[src/rtl/tsd_pkg.sv]
package tsd_pkg;

    typedef enum logic {
        ST_SEEK   = 1'b0,
        ST_LOCKED = 1'b1
    } tsd_state_e;

    localparam int              LFSR_LEN_DEF = 15;
    // stage 1 is bit 0; stages 1, 4, 6 and 8 hold a one
    localparam logic [14:0]     SEED_DEF     = 15'h00A9;
    localparam logic [7:0]      SYNC_INV_DEF = 8'hB8;

endpackage

[src/rtl/tsd_prbs.sv]
module tsd_prbs #(
    parameter int                  LEN   = 15,
    parameter int                  TAP_A = 14,
    parameter int                  TAP_B = 15,
    parameter int                  STEPS = 8,
    parameter logic [LEN-1:0]      SEED  = 15'h00A9
) (
    input  logic             clk,
    input  logic             rst,
    input  logic             load,
    input  logic             advance,
    output logic [STEPS-1:0] mask
);

    logic [LEN-1:0] state_q;
    logic [LEN-1:0] chain [0:STEPS];

    assign chain[0] = state_q;

    // one unrolled generator step per bit, first step lands on the top mask bit
    for (genvar i = 0; i < STEPS; i++) begin : g_step
        logic fb;
        assign fb               = chain[i][TAP_A-1] ^ chain[i][TAP_B-1];
        assign mask[STEPS-1-i]  = fb;
        assign chain[i+1]       = {chain[i][LEN-2:0], fb};
    end

    always_ff @(posedge clk) begin
        if (rst || load) begin
            state_q <= SEED;
        end else if (advance) begin
            state_q <= chain[STEPS];
        end
    end

endmodule

[src/rtl/tsd_ctrl.sv]
module tsd_ctrl
    import tsd_pkg::*;
#(
    parameter int                BYTE_W   = 8,
    parameter logic [BYTE_W-1:0] SYNC_INV = 8'hB8
) (
    input  logic              clk,
    input  logic              rst,
    input  logic [BYTE_W-1:0] in_data,
    input  logic              in_valid,
    input  logic              in_start,
    output logic              head,
    output logic              load,
    output logic              advance,
    output logic              apply,
    output logic              aligned_now
);

    tsd_state_e state_q;
    tsd_state_e state_d;

    always_comb begin
        head    = in_valid && in_start && (in_data == SYNC_INV);
        state_d = state_q;
        unique case (state_q)
            ST_SEEK:   if (head) state_d = ST_LOCKED;   // T_LOCK
            ST_LOCKED: state_d = ST_LOCKED;             // T_STAY
            default:   state_d = ST_SEEK;
        endcase
    end

    always_ff @(posedge clk) begin
        if (rst) begin
            state_q <= ST_SEEK;                          // T_RESET
        end else begin
            state_q <= state_d;
        end
    end

    always_comb begin
        load        = head;
        advance     = 1'b0;
        apply       = 1'b0;
        aligned_now = head;
        unique case (state_q)
            ST_SEEK: begin
                advance = 1'b0;
                apply   = 1'b0;
            end
            ST_LOCKED: begin
                advance     = in_valid && !head;
                apply       = in_valid && !in_start;
                aligned_now = 1'b1;
            end
            default: begin
                advance = 1'b0;
                apply   = 1'b0;
            end
        endcase
    end

endmodule

[src/rtl/ts_derandomizer.sv]
module ts_derandomizer
    import tsd_pkg::*;
#(
    parameter int                  BYTE_W   = 8,
    parameter int                  LFSR_LEN = LFSR_LEN_DEF,
    parameter int                  TAP_A    = 14,
    parameter int                  TAP_B    = 15,
    parameter logic [LFSR_LEN-1:0] SEED     = SEED_DEF,
    parameter logic [BYTE_W-1:0]   SYNC_INV = SYNC_INV_DEF
) (
    input  logic              clk,
    input  logic              rst,
    input  logic [BYTE_W-1:0] in_data,
    input  logic              in_valid,
    input  logic              in_start,
    output logic [BYTE_W-1:0] out_data,
    output logic              out_valid,
    output logic              out_start,
    output logic              out_group,
    output logic              out_aligned
);

    logic [BYTE_W-1:0] mask;
    logic [BYTE_W-1:0] data_d;
    logic              head;
    logic              load;
    logic              advance;
    logic              apply;
    logic              aligned_now;

    tsd_ctrl #(
        .BYTE_W   (BYTE_W),
        .SYNC_INV (SYNC_INV)
    ) ctrl_i (
        .clk         (clk),
        .rst         (rst),
        .in_data     (in_data),
        .in_valid    (in_valid),
        .in_start    (in_start),
        .head        (head),
        .load        (load),
        .advance     (advance),
        .apply       (apply),
        .aligned_now (aligned_now)
    );

    tsd_prbs #(
        .LEN   (LFSR_LEN),
        .TAP_A (TAP_A),
        .TAP_B (TAP_B),
        .STEPS (BYTE_W),
        .SEED  (SEED)
    ) prbs_i (
        .clk     (clk),
        .rst     (rst),
        .load    (load),
        .advance (advance),
        .mask    (mask)
    );

    always_comb begin
        if (head) begin
            data_d = ~in_data;
        end else if (apply) begin
            data_d = in_data ^ mask;
        end else begin
            data_d = in_data;
        end
    end

    always_ff @(posedge clk) begin
        if (rst) begin
            out_data    <= '0;
            out_valid   <= 1'b0;
            out_start   <= 1'b0;
            out_group   <= 1'b0;
            out_aligned <= 1'b0;
        end else begin
            out_valid <= in_valid;
            out_start <= in_valid && in_start;
            out_group <= head;
            if (in_valid) begin
                out_data    <= data_d;
                out_aligned <= aligned_now;
            end
        end
    end

endmodule

[config.mk]
export PLATFORM = sky130hd
export DESIGN_NAME = ts_derandomizer
export DESIGN_NICKNAME = d
export VERILOG_FILES = /design/src/rtl/tsd_pkg.sv /design/src/rtl/tsd_prbs.sv /design/src/rtl/tsd_ctrl.sv /design/src/rtl/ts_derandomizer.sv
export SDC_FILE = /design/constraint.sdc
export NUM_CORES = 1
export LEC_CHECK = 0
export ABC_AREA = 1
export BUFFER_PORTS_ARGS = -buffer_cell sky130_fd_sc_hd__buf_2
export CORE_UTILIZATION = 54
export DETAILED_ROUTE_END_ITERATION = 8
export PLACE_DENSITY = 0.77
export SLEW_MARGIN = 20
export SYNTH_ARGS = -nofsm -noshare
export SYNTH_HDL_FRONTEND = slang
export SYNTH_SLANG_ARGS = --single-unit
[constraint.sdc]
create_clock -name clk -period 1.35 [get_ports clk]
set_clock_uncertainty 0.05 [all_clocks]
set_input_delay 0.27 -clock clk [delete_from_list [all_inputs] [get_ports clk]]
set_output_delay 0.27 -clock clk [all_outputs]
set_load 0.01 [all_outputs]
# After elaboration in Yosys (flattened, before gate mapping)

Cells that the tools add are included.

Memories: 0
Logic and storage cells: 33
Input bits: 12
Bits in read-only memories: 0
RAM bits: 0
Register bits: 28
Output and inout port bits: 12
Bits in latches: 0

Bitwise logic cells: 11
Reductions and logical operators: 7
Add/sub/neg operators: 0
Equality and inequality tests: 1
Mux-type cells: 7
$mul: 0
$lt $le $gt $ge: 0
Divide/modulo/power cells: 0
Shift operators: 0

Operators by type and width:

| operator                              | count |
|---|---|
| 8-bit two-way mux                     | 2 |
| 8-bit == test (second input constant) | 1 |
| 8-bit NOT                             | 1 |
| 1-bit XOR                             | 8 |
| 8-bit XOR                             | 1 |
| 1-bit case mux with 2 select lines    | 3 |
| 1-bit logical AND                     | 4 |
| 1-bit logical NOT                     | 2 |
| 1-bit two-way mux                     | 2 |
| 1-bit logical OR                      | 1 |
| 1-bit NOT                             | 1 |

# Logic depth before layout (Yosys ltp)

Gate-level depths: netlist of the first run.

Depth after elaboration: 5
Gate-level depth with buffers: 9
Gate-level depth less buffers: 9

# Hierarchy

A second synthesis of the first run with hierarchy kept.

Cells, all modules: 216
Area total of the unflattened synthesis: 1417.6 um^2

By module, submodules not included:

| module          | area an instance (um^2) | sequential area each (um^2) | cells each | instances |
|---|---|---|---|---|
| tsd_prbs        | 735.7                   | 300.3                       | 108        | 1 |
| ts_derandomizer | 550.5                   | 240.2                       | 82         | 1 |
| tsd_ctrl        | 131.4                   | 20.0                        | 26         | 1 |

# Worst setup path before layout of the first run

No wires, ideal clock.

Kind: register -> register
From: register ctrl_i.state_q
To: register out_data[5]
Data arrival time: 1025 ps
Buffers on the path: 0
Cell stages (with the launch flop): 8
Setup time: 119 ps
Required time: 1181 ps
Period minus slack after synthesis: 1193 ps
Slack: 157 ps
Cells stage by stage: dfxtp_1 > nand2_4 > nor2_4 > inv_2 > nor2_2 > nor2_1 > a21oi_2 > nor2_2

Word-level cells in the longest chain between the ends: 4

RTL lines:

| what                                 | line                  | text |
|---|---|---|
| start: declaration                   | tsd_ctrl.sv:19        | `tsd_state_e state_q;` |
| start signal: assignment             | tsd_ctrl.sv:36        | `state_q <= state_d;` |
| 1-bit NOT                            | tsd_ctrl.sv:45        | `unique case (state_q)` |
| 1-bit case mux with 2 select lines * | tsd_ctrl.sv:45        |  |
| 8-bit two-way mux *                  | ts_derandomizer.sv:64 | `end else if (apply) begin` |
| 8-bit two-way mux *                  | ts_derandomizer.sv:62 | `if (head) begin` |
| end signal: assignment               | ts_derandomizer.sv:83 | `out_data <= data_d;` |
| end: declaration                     | ts_derandomizer.sv:16 | `output logic [BYTE_W-1:0] out_data,` |

Every way passes the cells marked *; elsewhere a longest branch is shown, timed or not.
A chain may end at the register's enable or synchronous reset.

# Worst setup path after layout of the first run

Same ends and word-level chain as after synthesis.

==> results of run 1 <==
[synth_stat cells (all sizes together)]
master,number
a21oi,18
buf,5
clkbuf,2
dfxtp,28
inv,24
nand2,65
nand3,15
nand3b,1
nand4,4
nor2,25
nor3,3
o211ai,5
o21ai,8
xnor2,2
xor2,1
[cells by family (layout without fill, tap and decap cells)]
group                     after synthesis  in the layout  synth area share (%)
AOI/OAI and AO/OA                      31             31                 12.48
DFF                                    28             28                 39.93
and+or+nand+nor                       113            113                 36.36
xor gates and xnor gates                3              3                 1.872
buffers and inverters                  31             59                 9.359
[sequential cells by signal (all words and copies together) (netlist names)]
| signal | cells |
|---|---|
| ctrl_i.state_q | 1 |
| prbs_i.state_q | 15 |
| out_data | 8 |
| out_aligned | 1 |
| out_start | 1 |
| out_valid | 1 |
| out_group | 1 |
[layout by cell type, fill, tap and decap left out]
cell / instances
nand2_1: 63
inv_1: 22
nand3_1: 14
nor3_1: 3
buf_12: 1
o21ai_1: 3
inv_2: 2
xnor2_1: 2
bufinv_16: 1
clkbuf_4: 3
nor2_2: 6
o211ai_1: 5
nand2_4: 2
nor2_1: 18
nor2_4: 1
xor2_1: 1
nand3_4: 1
o21ai_0: 5
dfxtp_1: 28
a21oi_1: 16
buf_2: 23
nand4_1: 4
nand3b_1: 1
buf_4: 7
a21oi_2: 2
[critical path, cell delays in order (launching register included)]
cell	delay, ps
dfxtp_1	400
nand2_4	120
nor2_4	110
inv_2	90
nor2_2	120
nor2_1	60
a21oi_2	150
nor2_2	40
[worst paths after layout]
check / endpoint / cells after the start
worst max-delay path: out_data[5] / 7
worst min-delay path: ctrl_i.state_q / 2
worst max register to register: out_data[5] / 7
worst min register to register: prbs_i.state_q[4] / 2
[layer usage]
layer / routed length [um] / GRT usage [%] / vias to the layer above / share of wire, %
met4: 12 / 8.333 / 0 / 0.38
li1: - / - / 714 / -
met1: 1549 / 32.69 / 631 / 49
met2: 1477 / 39.45 / 31 / 47
met3: 112 / 2.586 / 2 / 3.6
met5: 0 / 0 / - / 0
[stage by stage]
stage	hold slack [ps]	total power, mW
floorplan	347.9	0.9731
global placement	392.6	1.043
detailed placement	402.3	1.047
CTS	148.9	1.587
global route	143.6	1.642
finish	153.1	1.584
[final cells by class]
type	count	area share (%)
clock inverters	1	1.831
well taps	30	2.288
inverters	24	5.492
repair buffers	31	11.44
flip-flops and latches	28	34.17
clock buffers	3	1.373
multi-input cells	147	43.40
[where the power goes]
group	leakage (nW)	total [mW]	internal (mW)	switching, mW
clock	0.0279	0.553	0.300	0.253
sequential	0.228	0.858	0.848	0.00925
combinational	0.540	0.174	0.0729	0.101
total	0.796	1.58	1.22	0.363
==> flow_metrics.py, run 1 <==
metrics = {
    "clock_tree": {
        "clk_path_buf_depth": 2,
        "cts_root_buffer": "clkbuf_4",
        "insertion_delay_ps": 330,
        "numClockSinks": 28,
        "hold_buffers": 0,
        "clk_pin_slew_ps": 150,
        "cts_resized": 0,
        "cts_tree": "yes",
        "cts_buffers": 3,
        "post-cts-setup-buffers": 0,
        "htree_levels": 1,
    },
    "grt": {
        "grt_pass1_wl_um": 4995,
        "antenna_found_initial": 0,
        "track_usage_pct": 24.16,
        "grt_pass1_vias": 1179,
        "gr-total-overflow": 0,
        "grt_max_degree": 20,
    },
    "detailed_routing": {
        "wl_um": 3151,
        "via_count": 1378,
        "wire_per_inst_um": 11.94,
        "drt-vias-per-instance": 5.220,
        "drt-initial-drc-count": 40,
        "drt-pass1-iter-count": 4,
        "detail-route-antenna-nets": 0,
        "drcViolationCount": 0,
    },
    "floorplanning": {
        "die_w_um": 52.99,
        "fp.dieArea_sq_mm": 0.002807,
        "fp-row-count": 18,
        "die_y_um": 52.99,
        "core_area_sq_mm": 0.002477,
        "start_util_pct": 56.67,
        "pin_count": 24,
    },
    "timing": {
        "post-route-min-period_ps": 1237,
        "max_freq_mhz": 808.3,
        "fin_crit_sh_pct": 91.65,
        "relSlewSlack_pct": 80.42,
        "tns_ps": 0,
        "setup_ws_ps": 112.8,
        "final-max-slew-violation-count": 0,
        "hold_viol": 0,
        "setup_viol": 0,
        "worst_slew_pin_slew_ps": 291.6,
        "rsz0062_at_grt": "no",
    },
    "setup_path": {
        "cp-end-kind": "flop",
        "setup.worst_path.start_class": "flop",
        "crit_required_ps": 1540,
        "ff2ff_setup_slack_ps": 110,
        "crit_start": "ctrl_i.state_q",
        "timing.rr.start": "ctrl_i.state_q",
        "crit_fanout": 10,
        "critPathArrivalTime_ps": 1430,
        "crit_type": "flop to flop",
    },
    "placed_design": {
        "hpwl_um": 2373,
        "dp_slack_ps": 5.113,
        "dp_cells": 260,
        "gp_congestion": 0.8410,
        "numPortBuffers": 23,
        "place_area_sq_mm": 0.001588,
    },
    "hold_path": {
        "hold_path_class": "input pin to flop",
        "min-delay-start": "rst",
    },
    "synth": {
        "synth.distinct_cells": 24,
        "syn_area_per_cell_sq_um": 6.815,
        "synth_area_leader_cell": "dfxtp_1",
        "synth_top_area_share_pct": 39.93,
        "syn_nets": 218,
        "seq_area_frac_synth_pct": 39.93,
        "synthTopCellsByArea": "dfxtp_1 40%, nand2_1 17%, inv_1 5.9%",
        "netlist_area_sq_mm": 0.001404,
        "syn_inst": 206,
        "ys_ff_latch": 28,
        "yosys_warnings": 0,
    },
    "final_layout": {
        "regArea_sq_um": 560.5,
        "layout.cells.non_filler": 264,
        "utilization_pct": 66.21,
        "drive_above_1_share_pct": 20.94,
        "nFillCells": 227,
        "area_delta_synth_final_pct": 16.84,
        "final_area_sq_mm": 0.001640,
        "diodes": 0,
        "multiInputGateArea_sq_um": 711.9,
        "fin_nets": 247,
    },
    "status": {
        "status": "finished clean",
    },
    "pwr": {
        "ir_drop_mv": 0.7240,
        "power_leakage_nw": 0.7965,
        "pwr_density_cell_mw_per_mm2": 965.7,
    },
    "flow_run": {
        "maxCapViolCount": 0,
    },
}
No activity file was read; power rests on OpenSTA's default activity.
==> inputs of run 2 (changes only) <==
CORE_UTILIZATION = 57   (was 54)
CTS_BUF_LIST = sky130_fd_sc_hd__clkbuf_2   (was not set)
PLACE_DENSITY = 0.81   (was 0.77)
==> flow_metrics.py, run 2 (same netlist as run 1, synthesis figures left out) <==
metrics = {
    "clock_tree": {
        "htree_levels": 1,
        "insertion_delay_ps": 370,
        "numClockSinks": 28,
        "post-cts-setup-buffers": 0,
        "cts_buffers": 3,
        "clk_path_buf_depth": 2,
        "clk_pin_slew_ps": 250,
        "cts_root_buffer": "clkbuf_2",
        "cts_tree": "yes",
    },
    "detailed_routing": {
        "detail-route-antenna-nets": 0,
        "wl_um": 3296,
        "drcViolationCount": 0,
        "met1Wirelength_um": 1467,
        "highest_layer": "met4",
        "dr_wl_met2_um": 1585,
        "drt-vias-per-instance": 5.307,
        "met3_wirelength_um": 181,
        "wire_per_inst_um": 12.63,
        "via_count": 1385,
        "drt-pass1-iter-count": 5,
        "drt-initial-drc-count": 59,
    },
    "grt": {
        "grt_max_degree": 16,
        "grt_pass1_wl_um": 5430,
        "antenna_found_initial": 0,
        "gr-total-overflow": 0,
        "grt_pass1_vias": 1271,
        "track_usage_pct": 27.35,
    },
    "final_layout": {
        "layout.cells.non_filler": 261,
        "final_area_sq_mm": 0.001599,
        "largest_reg_flops": 15,
        "top_regs": "prbs_i.state_q x15, out_data x8",
        "final_common_cell": "nand2_1",
        "drive_above_1_share_pct": 21.03,
        "fin_nets": 246,
        "nFillCells": 206,
        "area_delta_synth_final_pct": 13.90,
        "final_cell_mix": "63 x nand2_1, 26 x dfxtp_1, 23 x buf_2",
        "diodes": 0,
        "regMostFlops": "prbs_i.state_q",
    },
    "timing": {
        "final-max-slew-violation-count": 0,
        "max_freq_mhz": 794.2,
        "setup_ws_ps": 90.90,
        "post-route-min-period_ps": 1259,
        "relSlewSlack_pct": 81.02,
        "hold_viol": 0,
        "worst_slew_pin_slew_ps": 282.7,
        "rsz0062_at_grt": "no",
        "timing.hold.ws_ps": 79.40,
        "fin_crit_sh_pct": 93.27,
        "setup_viol": 0,
    },
    "setup_path": {
        "critPathSlowestCell": "dfxtp_2",
        "timing.rr.end": "out_data[6]",
        "ff2ff_setup_slack_ps": 90,
        "rr_worst_depth": 7,
        "setup.worst_path.start_class": "flop",
        "critPathArrivalTime_ps": 1530,
        "timing.rr.start": "ctrl_i.state_q",
        "crit_fanout": 10,
        "max_stage_delay_ps": 410,
        "cp_cell_sequence": "nand2_4 > nor2_4 > buf_4 > nand2_1 > nand3_1 > nand2_1 > a21oi_1",
        "cp.depth": 7,
        "crit_path_frequent_cell": "nand2_1",
        "critPathTopFamily": "simple AND/OR/NAND/NOR gates",
        "crit_required_ps": 1620,
        "cp-end-kind": "flop",
        "crit_type": "flop to flop",
        "crit_buf_inv": 1,
    },
    "hold_path": {
        "hold_path_class": "input pin to flop",
        "holdPathEnd": "ctrl_i.state_q",
        "min-delay-start": "rst",
        "min_path_cells": 2,
    },
    "pwr": {
        "p_seq_share_pct": 64.1,
        "ir_drop_mv": 0.7586,
        "p_int_mw": 0.9860,
        "pwr_density_cell_mw_per_mm2": 839.4,
        "power_leakage_nw": 0.7788,
        "swShare_pct": 26.53,
        "clock_power_share_pct": 23.0,
        "p_sw_mw": 0.3561,
        "pwr-share-comb_pct": 12.9,
    },
    "floorplanning": {
        "die_w_um": 51.63,
        "pin_count": 24,
        "core_area_sq_mm": 0.002276,
        "start_util_pct": 61.68,
        "fp-row-count": 17,
        "fp.dieArea_sq_mm": 0.002665,
        "die_y_um": 51.63,
    },
    "placed_design": {
        "dp_slack_ps": -63.05,
        "gp_congestion": 0.8458,
        "dp_cells": 257,
        "hpwl_um": 2549,
        "numPortBuffers": 23,
        "place_area_sq_mm": 0.001578,
    },
    "status": {
        "status": "finished clean",
    },
    "flow_run": {
        "maxCapViolCount": 0,
    },
}
## run 2: cell types whose count changed in the layout (fill, tap and decap cells not counted), sizes merged
cell | before | now
bufinv | 1 | 0
clkinv | 0 | 1
buf | 31 | 30
## run 2: layout make-up
class | count | area [sq um] | share of cell area, %
clock buffers | 3 | 15.01 | 0.9390
clock inverters | 1 | 3.754 | 0.2347
inverters | 24 | 90.09 | 5.634
multi-input cells | 147 | 711.9 | 44.52
flip-flops and latches | 28 | 563.0 | 35.21
well taps | 28 | 35.03 | 2.191
repair buffers | 30 | 180.2 | 11.27
## run 2: how the worst max path moves through the flow
stage / startpoint / end / slack (ps)
final: ctrl_i.state_q / out_data[6] / 90
after global routing: prbs_i.state_q[8] / out_data[1] / 0.2
after CTS: ctrl_i.state_q / out_data[6] / 50
after detailed placement: in_data[2] / out_data[6] / -60
after global placement: in_data[2] / out_data[5] / 40
after floorplan: ctrl_i.state_q / out_data[5] / 160
## run 2: per-layer routing
layer	vias up	global-route usage (%)
li1	708	-
met1	616	35.51
met2	53	46.10
met3	8	2.632
met4	0	11.26
met5	-	0
## run 2: through the flow
step                      TNS, ps  util (%)  power [mW]
after floorplan                 0         -      0.9731
after global placement          0     69.32       1.040
after detailed placement   -63.05     69.32       1.046
after CTS                       0     70.15       1.344
after global routing            0     70.26       1.395
final                           0     70.26       1.342
## run 2: what timing repair did
item                       4_1_cts  5_1_grt
resized for setup                0        2
setup endpoints to repair        0        2
hold buffers                     0        0
## run 2: power groups by stage
stage               combinational (mW)  clock (mW)  sequential, mW
finish                           0.173       0.309           0.860
global route                     0.193       0.339           0.864
CTS                              0.172       0.312           0.861
detailed placement               0.170           0           0.876
global placement                 0.166           0           0.874
floorplan                       0.0875           0           0.886
==> inputs of run 3 (changes only) <==
ABC_AREA = not set   (was 1)
CORE_UTILIZATION = 56   (was 57)
==> flow_metrics.py, run 3 <==
metrics = {
    "setup_path": {
        "crit_path_frequent_cell": "buf_4",
        "critPathArrivalTime_ps": 1580,
        "cp_cell_sequence": "buf_2 > or4b_4 > buf_4 > o31ai_2 > buf_4 > a211oi_1",
        "crit_fanout": 15,
        "setup.worst_path.start_class": "input pin",
        "critPathTopFamily": "simple AND/OR/NAND/NOR gates",
        "crit_buf_inv": 3,
        "critPathSlowestCell": "or4b_4",
        "max_stage_delay_ps": 530,
        "crit_type": "input pin to flop",
        "crit_required_ps": 1590,
        "cp-end-kind": "flop",
    },
    "floorplanning": {
        "fp-row-count": 16,
        "pin_count": 24,
        "die_y_um": 48.58,
        "core_area_sq_mm": 0.002002,
        "fp.dieArea_sq_mm": 0.002360,
        "die_w_um": 48.58,
        "start_util_pct": 60.69,
    },
    "final_layout": {
        "regMostFlops": "prbs_i.state_q",
        "layout.cells.non_filler": 204,
        "diodes": 0,
        "utilization_pct": 75.31,
        "largest_reg_flops": 15,
        "area_delta_synth_final_pct": 24.10,
        "top_regs": "prbs_i.state_q x15, out_data x8",
        "nFillCells": 158,
        "final_common_cell": "dfxtp_1",
        "drive_above_1_share_pct": 27.68,
        "fin_nets": 190,
        "final_cell_mix": "27 x dfxtp_1, 23 x nand2_1, 23 x buf_2",
    },
    "status": {
        "status": "finished clean",
    },
    "timing": {
        "tns_ps": 0,
        "final-max-slew-violation-count": 0,
        "worst_slew_pin_slew_ps": 368.7,
        "post-route-min-period_ps": 1349,
        "fin_crit_sh_pct": 99.90,
        "rsz0062_at_grt": "no",
        "hold_viol": 0,
        "setup_ws_ps": 1.372,
        "relSlewSlack_pct": 75.36,
        "max_freq_mhz": 741.5,
        "setup_viol": 0,
    },
    "grt": {
        "track_usage_pct": 24.21,
        "grt_max_degree": 17,
        "antenna_found_initial": 0,
        "gr-total-overflow": 0,
        "grt_pass1_vias": 1017,
        "grt_pass1_wl_um": 4360,
    },
    "placed_design": {
        "hpwl_um": 1984,
        "numPortBuffers": 23,
        "dp_slack_ps": -428.8,
        "gp_congestion": 0.8845,
        "dp_cells": 200,
    },
    "detailed_routing": {
        "drt-initial-drc-count": 19,
        "via_count": 1137,
        "drt-vias-per-instance": 5.574,
        "drcViolationCount": 0,
        "detail-route-antenna-nets": 0,
        "drt-pass1-iter-count": 4,
        "wire_per_inst_um": 13.29,
        "wl_um": 2712,
    },
    "synth": {
        "synthTopCellsByArea": "dfxtp_1 46%, nand2_1 7.1%, a21oi_1 6.2%",
        "netlist_area_sq_mm": 0.001215,
        "ys_ff_latch": 28,
        "syn_inst": 142,
        "synth_commonest_cells": "28 x dfxtp_1, 23 x nand2_1, 15 x a21oi_1, 14 x nor2_1",
        "synth_edf_count": 0,
        "yosys_most_used_dff": "dfxtp_1",
        "synthArstFlopShare_pct": 0,
        "syn_nets": 154,
        "post-synth-top-count-cell": "dfxtp_1",
        "synth_top_area_share_pct": 46.14,
        "syn_area_per_cell_sq_um": 8.556,
        "seq_area_frac_synth_pct": 46.14,
        "synth.distinct_cells": 29,
        "synth_area_leader_cell": "dfxtp_1",
        "yosys_warnings": 0,
    },
    "clock_tree": {
        "cts_buffers": 3,
        "clk_path_buf_depth": 2,
        "clk_pin_slew_ps": 260,
        "htree_levels": 1,
        "cts_root_buffer": "clkbuf_2",
        "numClockSinks": 28,
        "insertion_delay_ps": 380,
        "cts_tree": "yes",
    },
    "flow_run": {
        "maxCapViolCount": 0,
    },
    "pwr": {
        "pwr_density_cell_mw_per_mm2": 1002,
        "power_leakage_nw": 0.6209,
        "total_power_mw": 1.511,
        "ir_drop_mv": 0.8235,
    },
    "hold_path": {
        "hold_path_class": "input pin to flop",
    },
}
## run 3: what timing repair did
item | 4_1_cts | 5_1_grt
gates resized for setup | 1 | 3
buffers inserted | 0 | 0
endpoints found under the setup margin | 2 | 8
cloned | 0 | 0
hold buffers | 0 | 0
## run 3: where the power goes
part,switching [mW],internal (mW)
clock,0.249,0.255
combinational,0.0776,0.0731
sequential,0.00910,0.848
total,0.336,1.18
## run 3: metrics by stage
stage	instance area (sq um)	hold slack (ps)
floorplan	1221	354.7
global placement	1451	391.1
detailed placement	1451	397.1
CTS	1498	109.0
global route	1508	93.44
finish	1508	125.2
## run 3: logic make-up (layout without fill, tap and decap cells)
kind of cell	after synthesis	after routing	synth area share, %
xor gates and xnor gates	8	8	5.767
and+or+nand+nor	55	55	21.63
buffers and inverters	12	47	3.913
AOI/OAI and AO/OA	39	39	22.55
DFF	28	28	46.14
## run 3: tightest hold or removal path: stages
cell,delay (ps)
buf_2,100
a41o_1,150
a21oi_1,30
## run 3: final timing paths
kind,start,end,slack [ps],cells after the start
max,in_data[0],prbs_i.state_q[4],1,6
min reg2reg,prbs_i.state_q[0],prbs_i.state_q[8],420,2
max reg2reg,ctrl_i.state_q,out_data[6],60,4
min,in_data[0],out_data[0],130,3
## run 3: layout make-up
type | instances | area [sq um] | share of cell area, %
inverter | 4 | 15.01 | 0.9958
clock buffer | 3 | 15.01 | 0.9958
tap | 27 | 33.78 | 2.241
multi-input combinational | 102 | 614.3 | 40.75
clock inverter | 1 | 30.03 | 1.992
timing repair buffer | 39 | 235.2 | 15.60
sequential | 28 | 564.3 | 37.43
## run 3: layer usage
metal	wire, um	up-vias	global-route usage (%)
met1	1234	529	29.54
li1	-	568	-
met4	51	0	12.75
met5	0	-	0
met3	120	5	4.403
met2	1306	35	40.61
